===== src/rtl/uq_pkg.sv =====
package uq_pkg;
    typedef enum logic [1:0] {
        FILL_EMPTY,
        FILL_PART,
        FILL_FULL
    } fill_e;
endpackage


===== src/rtl/uq_intake.sv =====
module uq_intake #(
    parameter int LANES = 4,
    parameter int UOP_W = 4,
    parameter int SLOTS = 8,
    parameter int CW    = 4,
    parameter int LCW   = 3
) (
    input  logic [LANES-1:0]       lane_vld,
    input  logic [LANES*UOP_W-1:0] lane_uops,
    input  logic [LCW-1:0]         cap,
    input  logic [CW-1:0]          avail,
    output logic [LANES*CW-1:0]    lane_norm,
    output logic [LCW-1:0]         acc_n,
    output logic [CW-1:0]          acc_slots
);
    function automatic logic [CW-1:0] slot_cost(input logic [UOP_W-1:0] u);
        int v;
        v = int'(u);
        if (v == 0) v = 1;
        else if (v > SLOTS) v = SLOTS;
        return CW'(v);
    endfunction

    logic [CW-1:0] rem;
    logic [CW-1:0] nk;
    logic          run;

    always_comb begin
        lane_norm = '0;
        acc_n     = '0;
        acc_slots = '0;
        rem       = avail;
        run       = 1'b1;
        nk        = '0;
        for (int k = 0; k < LANES; k++) begin
            nk = slot_cost(lane_uops[k*UOP_W +: UOP_W]);
            lane_norm[k*CW +: CW] = nk;
            if (run && lane_vld[k] && (cap == '0 || k < int'(cap)) && nk <= rem) begin
                rem       = rem - nk;
                acc_n     = acc_n + LCW'(1);
                acc_slots = acc_slots + nk;
            end else begin
                run = 1'b0;
            end
        end
    end
endmodule


===== src/rtl/uq_store.sv =====
module uq_store #(
    parameter int SLOTS = 8,
    parameter int TAG_W = 8,
    parameter int LANES = 4,
    parameter int CW    = 4,
    parameter int LCW   = 3,
    parameter int PW    = 3
) (
    input  logic                   clk,
    input  logic                   rst,
    input  logic [LCW-1:0]         wr_n,
    input  logic [LANES*TAG_W-1:0] wr_tag,
    input  logic [LANES*CW-1:0]    wr_norm,
    input  logic [CW-1:0]          wr_slots,
    input  logic [LCW-1:0]         rd_n,
    input  logic [CW-1:0]          rd_slots,
    output logic [LANES*TAG_W-1:0] st_tag,
    output logic [LANES*CW-1:0]    st_norm,
    output logic [LCW-1:0]         st_n,
    output logic [CW-1:0]          free
);
    function automatic logic [PW-1:0] adv(input logic [PW-1:0] p, input logic [CW-1:0] n);
        int s;
        s = int'(p) + int'(n);
        if (s >= SLOTS) s = s - SLOTS;
        return PW'(s);
    endfunction

    logic [TAG_W-1:0] mem_tag  [SLOTS];
    logic [CW-1:0]    mem_norm [SLOTS];
    logic [PW-1:0]    head, tail;
    logic [CW-1:0]    occ;
    logic [PW-1:0]    rd_p, wr_p;
    logic [PW-1:0]    wr_idx [LANES];

    // walk from the head over the stored instructions
    always_comb begin
        rd_p    = head;
        st_tag  = '0;
        st_norm = '0;
        for (int k = 0; k < LANES; k++) begin
            st_tag[k*TAG_W +: TAG_W] = mem_tag[rd_p];
            st_norm[k*CW +: CW]      = mem_norm[rd_p];
            rd_p = adv(rd_p, mem_norm[rd_p]);
        end
        st_n = (int'(occ) < LANES) ? LCW'(occ) : LCW'(LANES);
    end

    // write positions for the accepted lanes
    always_comb begin
        wr_p = tail;
        for (int k = 0; k < LANES; k++) begin
            wr_idx[k] = wr_p;
            wr_p = adv(wr_p, wr_norm[k*CW +: CW]);
        end
    end

    always_ff @(posedge clk) begin
        if (rst) begin
            for (int i = 0; i < SLOTS; i++) begin
                mem_tag[i]  <= '0;
                mem_norm[i] <= CW'(1);
            end
            head <= '0;
            tail <= '0;
            occ  <= '0;
            free <= CW'(SLOTS);
        end else begin
            for (int k = 0; k < LANES; k++) begin
                if (k < int'(wr_n)) begin
                    mem_tag[wr_idx[k]]  <= wr_tag[k*TAG_W +: TAG_W];
                    mem_norm[wr_idx[k]] <= wr_norm[k*CW +: CW];
                end
            end
            head <= adv(head, rd_slots);
            tail <= adv(tail, wr_slots);
            occ  <= occ + CW'(wr_n) - CW'(rd_n);
            free <= free - wr_slots + rd_slots;
        end
    end


    free_bound_chk: assert property (@(posedge clk) disable iff (rst)
        int'(free) <= SLOTS);


    empty_free_chk: assert property (@(posedge clk) disable iff (rst)
        (occ == '0) |-> (free == CW'(SLOTS)));
endmodule


===== src/rtl/uop_queue.sv =====
module uop_queue
    import uq_pkg::*;
#(
    parameter int DEPTH = 8,
    parameter int TAG_W = 8,
    parameter int UOP_W = 4,
    parameter int LANES = 4,
    localparam int SLOTS = (DEPTH == 0) ? 1 : DEPTH,
    localparam int PW    = (SLOTS > 1) ? $clog2(SLOTS) : 1,
    localparam int CW    = $clog2(SLOTS + 1),
    localparam int LCW   = $clog2(LANES + 1)
) (
    input  logic                   clk,
    input  logic                   rst,
    input  logic                   delay_mode,
    input  logic [LCW-1:0]         intake_cap,
    input  logic [LANES-1:0]       in_valid,
    input  logic [LANES*TAG_W-1:0] in_tag,
    input  logic [LANES*UOP_W-1:0] in_uops,
    output logic [LCW-1:0]         in_taken,
    output logic [LANES-1:0]       out_valid,
    output logic [LANES*TAG_W-1:0] out_tag,
    output logic [LANES*CW-1:0]    out_uops,
    input  logic [LCW-1:0]         out_take,
    output logic [CW-1:0]          free_slots,
    output logic                   busy
);
    logic [LANES*TAG_W-1:0] st_tag;
    logic [LANES*CW-1:0]    st_norm, lane_norm;
    logic [LCW-1:0]         st_n, st_take, acc_n, out_n, take_all;
    logic [CW-1:0]          st_drain, avail, acc_slots, drain_all, free_nx;
    fill_e                  fill_q, fill_d;

    // stored instructions that leave this cycle
    always_comb begin
        st_take  = (out_take < st_n) ? out_take : st_n;
        st_drain = '0;
        for (int k = 0; k < LANES; k++)
            if (k < int'(st_take)) st_drain = st_drain + st_norm[k*CW +: CW];
    end

    assign avail = delay_mode ? (free_slots + st_drain) : free_slots;

    uq_intake #(.LANES(LANES), .UOP_W(UOP_W), .SLOTS(SLOTS), .CW(CW), .LCW(LCW)) u_intake (
        .lane_vld (in_valid),
        .lane_uops(in_uops),
        .cap      (intake_cap),
        .avail    (avail),
        .lane_norm(lane_norm),
        .acc_n    (acc_n),
        .acc_slots(acc_slots)
    );

    // output lanes: stored heads, then same-cycle arrivals when transparent
    always_comb begin
        out_tag  = '0;
        out_uops = '0;
        out_n    = '0;
        for (int k = 0; k < LANES; k++) begin
            if (k < int'(st_n)) begin
                out_tag[k*TAG_W +: TAG_W] = st_tag[k*TAG_W +: TAG_W];
                out_uops[k*CW +: CW]      = st_norm[k*CW +: CW];
                out_n = out_n + LCW'(1);
            end else if (!delay_mode && (k - int'(st_n)) < int'(acc_n)) begin
                out_tag[k*TAG_W +: TAG_W] = in_tag[(k - int'(st_n))*TAG_W +: TAG_W];
                out_uops[k*CW +: CW]      = lane_norm[(k - int'(st_n))*CW +: CW];
                out_n = out_n + LCW'(1);
            end
        end
        for (int k = 0; k < LANES; k++) out_valid[k] = (k < int'(out_n));
    end

    // total drain including arrivals passed straight through
    always_comb begin
        take_all  = (out_take < out_n) ? out_take : out_n;
        drain_all = st_drain;
        for (int j = 0; j < LANES; j++)
            if (j < int'(acc_n) && (int'(st_n) + j) < int'(take_all))
                drain_all = drain_all + lane_norm[j*CW +: CW];
    end

    assign in_taken = acc_n;

    uq_store #(.SLOTS(SLOTS), .TAG_W(TAG_W), .LANES(LANES), .CW(CW), .LCW(LCW), .PW(PW)) u_store (
        .clk     (clk),
        .rst     (rst),
        .wr_n    (acc_n),
        .wr_tag  (in_tag),
        .wr_norm (lane_norm),
        .wr_slots(acc_slots),
        .rd_n    (take_all),
        .rd_slots(drain_all),
        .st_tag  (st_tag),
        .st_norm (st_norm),
        .st_n    (st_n),
        .free    (free_slots)
    );

    // occupancy state machine
    assign free_nx = free_slots - acc_slots + drain_all;

    always_comb begin
        if (free_nx == CW'(SLOTS))  fill_d = FILL_EMPTY;
        else if (free_nx == '0)     fill_d = FILL_FULL;
        else                        fill_d = FILL_PART;
    end

    always_ff @(posedge clk) begin
        if (rst) fill_q <= FILL_EMPTY;
        else     fill_q <= fill_d;
    end

    always_comb begin
        unique case (fill_q)
            FILL_EMPTY: busy = 1'b0;
            FILL_PART:  busy = 1'b1;
            FILL_FULL:  busy = 1'b1;
            default:    busy = 1'b1;
        endcase
    end


    reset_state_chk: assert property (@(posedge clk) disable iff (rst)
        $past(rst) |-> (free_slots == CW'(SLOTS) && !busy));


    cap_limit_chk: assert property (@(posedge clk) disable iff (rst)
        (intake_cap != '0) |-> (in_taken <= intake_cap));


    out_order_chk: assert property (@(posedge clk) disable iff (rst)
        (out_valid & (out_valid + LANES'(1))) == '0);


    delay_hold_chk: assert property (@(posedge clk) disable iff (rst)
        delay_mode |-> ($countones(out_valid) <= int'(st_n)));


    busy_match_chk: assert property (@(posedge clk) disable iff (rst)
        busy == (free_slots != CW'(SLOTS)));

    for (genvar k = 0; k < LANES; k++) begin : g_lane

        lead_lane_chk: assert property (@(posedge clk) disable iff (rst)
            (LCW'(k) < in_taken) |-> in_valid[k]);
    end
endmodule


===== config.mk =====
export PLATFORM = sky130hd
export DESIGN_NAME = uop_queue
export DESIGN_NICKNAME = d
export VERILOG_FILES = /design/src/rtl/uq_pkg.sv /design/src/rtl/uq_intake.sv /design/src/rtl/uq_store.sv /design/src/rtl/uop_queue.sv
export SDC_FILE = /design/constraint.sdc
export NUM_CORES = 1
export LEC_CHECK = 0
export BUFFER_PORTS_ARGS = -buffer_cell sky130_fd_sc_hd__clkbuf_2
export CAP_MARGIN = 20
export CORE_ASPECT_RATIO = 1.1
export CORE_MARGIN = 10
export CORE_UTILIZATION = 65
export DETAILED_ROUTE_END_ITERATION = 10
export PLACE_DENSITY_LB_ADDON = 0.08
export SYNTH_ARGS = -nofsm -noshare
export SYNTH_HDL_FRONTEND = slang
export SYNTH_SLANG_ARGS = --single-unit

===== constraint.sdc =====
create_clock -name clk -period 36.1 [get_ports clk]
set_input_delay 1.805 -clock clk [delete_from_list [all_inputs] [get_ports clk]]
set_output_delay 1.805 -clock clk [all_outputs]
set_load 0.02 [all_outputs]

==> qor.txt <==
Cell Rows: 59
syn avg cell area: 9.195 um^2
Cell variety after synth: 92
via count of the first global-routing pass: 14750
async set-reset flop share out of synthesis: 0%
yosys warns: 0
Cells after DPL: 1998
Clk Latency, worst-skew pair: 380 ps
synthesized cell area: 15530 um^2
worst hold path type: flop to flop
Die X-Extent: 167.4 um
Setup TNS Final: 0 ps
Final ANT Viol Nets: 0
drt wl/cell: 30.38 um
Fill cells: 1926
Iter 0 DRT Violations: 3105
Hold-fix buffers, CTS: 0
clk_skew: 22.15 ps
clk root buf: clkbuf_16
Area growth syn-to-layout: 6.679%
worst path arrival time: 27950 ps
routed vias: 15820
Tcrit/Tclk final: 76.72%
startpoint types: flop
Seq/Total Area, Yosys: 20.63%
Slew Viols, Final: 0
# resized after CTS: 0
R2R cell count: 99
number of synthesized flops with an enable pin: 96
Routed WL: 61.37 mm
clk buf depth: 2
syn_nets: 1869
max cap viols: 0
Synth Instances: 1689
fin crit period: 27700 ps
final hold violation count: 0
hold_ws: 758.5 ps
CTS tree: done
Max-Slew Margin vs Limit: 15.15%
#FFs+latches synth: 112
vias per cell: 7.830
htree depth: 3
CTS clock-pin slew for the worst setup and hold paths: 80 ps
unrepaired setup endpoints after global routing: no
GRT overflow: 0
I/O Pins: 121
drt drc: 0
fraction of layout cells with a size suffix above 1: 20.86%
max incr delay on CP: 990 ps
Cell Count, Final, Fillers Out: 2020
hold depth: 3
Crit path top cell by count: ha_1
worst slack, placed: 8774 ps
die area: 30480 um^2
WP data required: 36360 ps
Initial Util: 65.74%
CP endpoint kind: flop
gr usage total: 38.38%
core area: 23620 um^2
CP Max Fanout: 30
Post CTS Setup Buffer Count: 0
TritonCTS buffer count: 9
Crit-path slowest cell: dfxtp_2
clock sink count: 112
dpl hpwl: 45.92 mm
first-pass GRT wire length: 91.22 mm
initial antenna violation count: 3
Synth Flop Type: edfxtp_1
First-pass DRT Iterations: 9
status: finished, final reports clean
pin count of the biggest net entering global routing: 34
Final setup viols: 0
Peak Freq: 36.11 MHz
placer congestion estimate: 0.9844
crit path kind: flop to flop
final worst setup slack: 8405 ps
die height: 182.1 um
IO buf count: 120
Worst Tran Pin Value: 1268 ps
Total Nets Final: 1886
-- flip-flops by register name, summed over array words and instances (netlist names) --
name and cells:
u_store.head 3, u_store.mem_norm 32, u_store.mem_tag 64, u_store.tail 3, u_store.free 4, u_store.occ 4
fill_q 2
-- cell families after synthesis --
logic type,share of synthesized area [%]
AND/OR/NAND/NOR,15.98
buffers and inverters,6.139
multiplexers,23.57
XOR/XNOR,3.505
adder cells (fa/ha/maj),11.14
AO/OA/AOI/OAI,19.04
flip-flops,20.63
-- stage by stage --
step | util, % | area [um^2]
final | 70.13 | 16570
after detailed placement | 68.68 | 16220
after global placement | 68.68 | 16220
after floorplan | - | 15530
after global routing | 70.12 | 16560
after CTS | 70.03 | 16540
-- Yosys cell counts (5+ instances only) --
| cell | number | area share [%] |
|---|---|---|
| mux2_2 | 21 | 1.5 |
| nand3_1 | 20 | 0.64 |
| o21ai_1 | 5 | 0.16 |
| or2_2 | 6 | 0.24 |
| o211ai_1 | 21 | 1.0 |
| xnor2_1 | 39 | 2.2 |
| fa_1 | 28 | 3.6 |
| nor3_1 | 116 | 3.7 |
| nor3b_1 | 8 | 0.39 |
| clkbuf_1 | 135 | 3.3 |
| a21oi_1 | 60 | 1.9 |
| a21o_1 | 22 | 1.1 |
| mux4_2 | 126 | 18 |
| inv_1 | 88 | 2.1 |
| edfxtp_1 | 96 | 19 |
| buf_1 | 15 | 0.36 |
| xor2_1 | 18 | 1.0 |
| nand3b_1 | 7 | 0.34 |
| o21ai_0 | 93 | 3.0 |
| and2_1 | 6 | 0.24 |
| mux2i_1 | 56 | 3.6 |
| o22ai_1 | 25 | 1.0 |
| or4_1 | 5 | 0.24 |
| nor2b_1 | 16 | 0.64 |
| nand2b_1 | 9 | 0.36 |
| a221oi_1 | 63 | 3.6 |
| nor2_1 | 156 | 3.8 |
| dfxtp_1 | 16 | 2.1 |
| a221o_1 | 5 | 0.32 |
| nand2_1 | 141 | 3.4 |
| ha_1 | 91 | 7.3 |
| a22oi_1 | 43 | 2.1 |
| a211oi_1 | 21 | 1.0 |
| and3_1 | 10 | 0.40 |
-- metal layers --
| layer | up-vias | global-route usage [%] | wire (um) |
|---|---|---|---|
| li1 | 6515 | - | - |
| met1 | 7396 | 51.10 | 20620 |
| met2 | 1604 | 56.12 | 26130 |
| met3 | 301 | 16.31 | 11930 |
| met4 | 0 | 10.66 | 2684 |
| met5 | - | 0 | 0 |
-- cell usage in the layout, fill, tap and decap left out, types with 15 or more instances in the layout --
master      n
mux2_2     21
nor2b_1    16
a221oi_1   63
xnor2_1    39
ha_1       91
nor3_1    115
a21o_1     22
nand2_1   141
mux2i_1    56
a21oi_1    60
edfxtp_1   96
a22oi_1    43
o211ai_1   21
nand3_1    20
o22ai_1    25
dfxtp_1    15
nor2_1    156
clkbuf_2  120
fa_1       28
o21ai_0    92
buf_4      41
xor2_1     17
mux4_2    126
inv_1      88
a211oi_1   21
-- worst max-delay path: cells and delay by family, from the launching register on --
family	cells	cell delay, ps
AOI/OAI and AO/OA	23	6030
buffers and inverters	12	1540
and+or+nand+nor	25	4910
DFF	1	990
muxes	12	4700
adders and majority gates	22	8340
xor gates and xnor gates	5	960
-- worst paths after layout --
path	start	end	slack [ps]
min reg2reg	u_store.occ[3]	u_store.occ[3]	760
min	u_store.occ[3]	u_store.occ[3]	760
max reg2reg	u_store.head[0]	fill_q[1]	8410
max	u_store.head[0]	fill_q[1]	8410
-- final cells by class --
class | count | area (um^2) | share of cell area (%)
Multi-Input combinational cell | 1331 | 11400 | 68.79
Sequential cell | 112 | 3204 | 19.34
Timing Repair Buffer | 161 | 908.4 | 5.483
Tap cell | 305 | 381.6 | 2.303
Inverter | 91 | 346.6 | 2.092
Clock buffer | 9 | 225.2 | 1.359
Clock inverter | 7 | 93.84 | 0.5664
Antenna cell | 4 | 10.01 | 0.06042
Power is not shown: default switching activity piles up to over one toggle a cycle in this logic, so the estimate is an artifact.
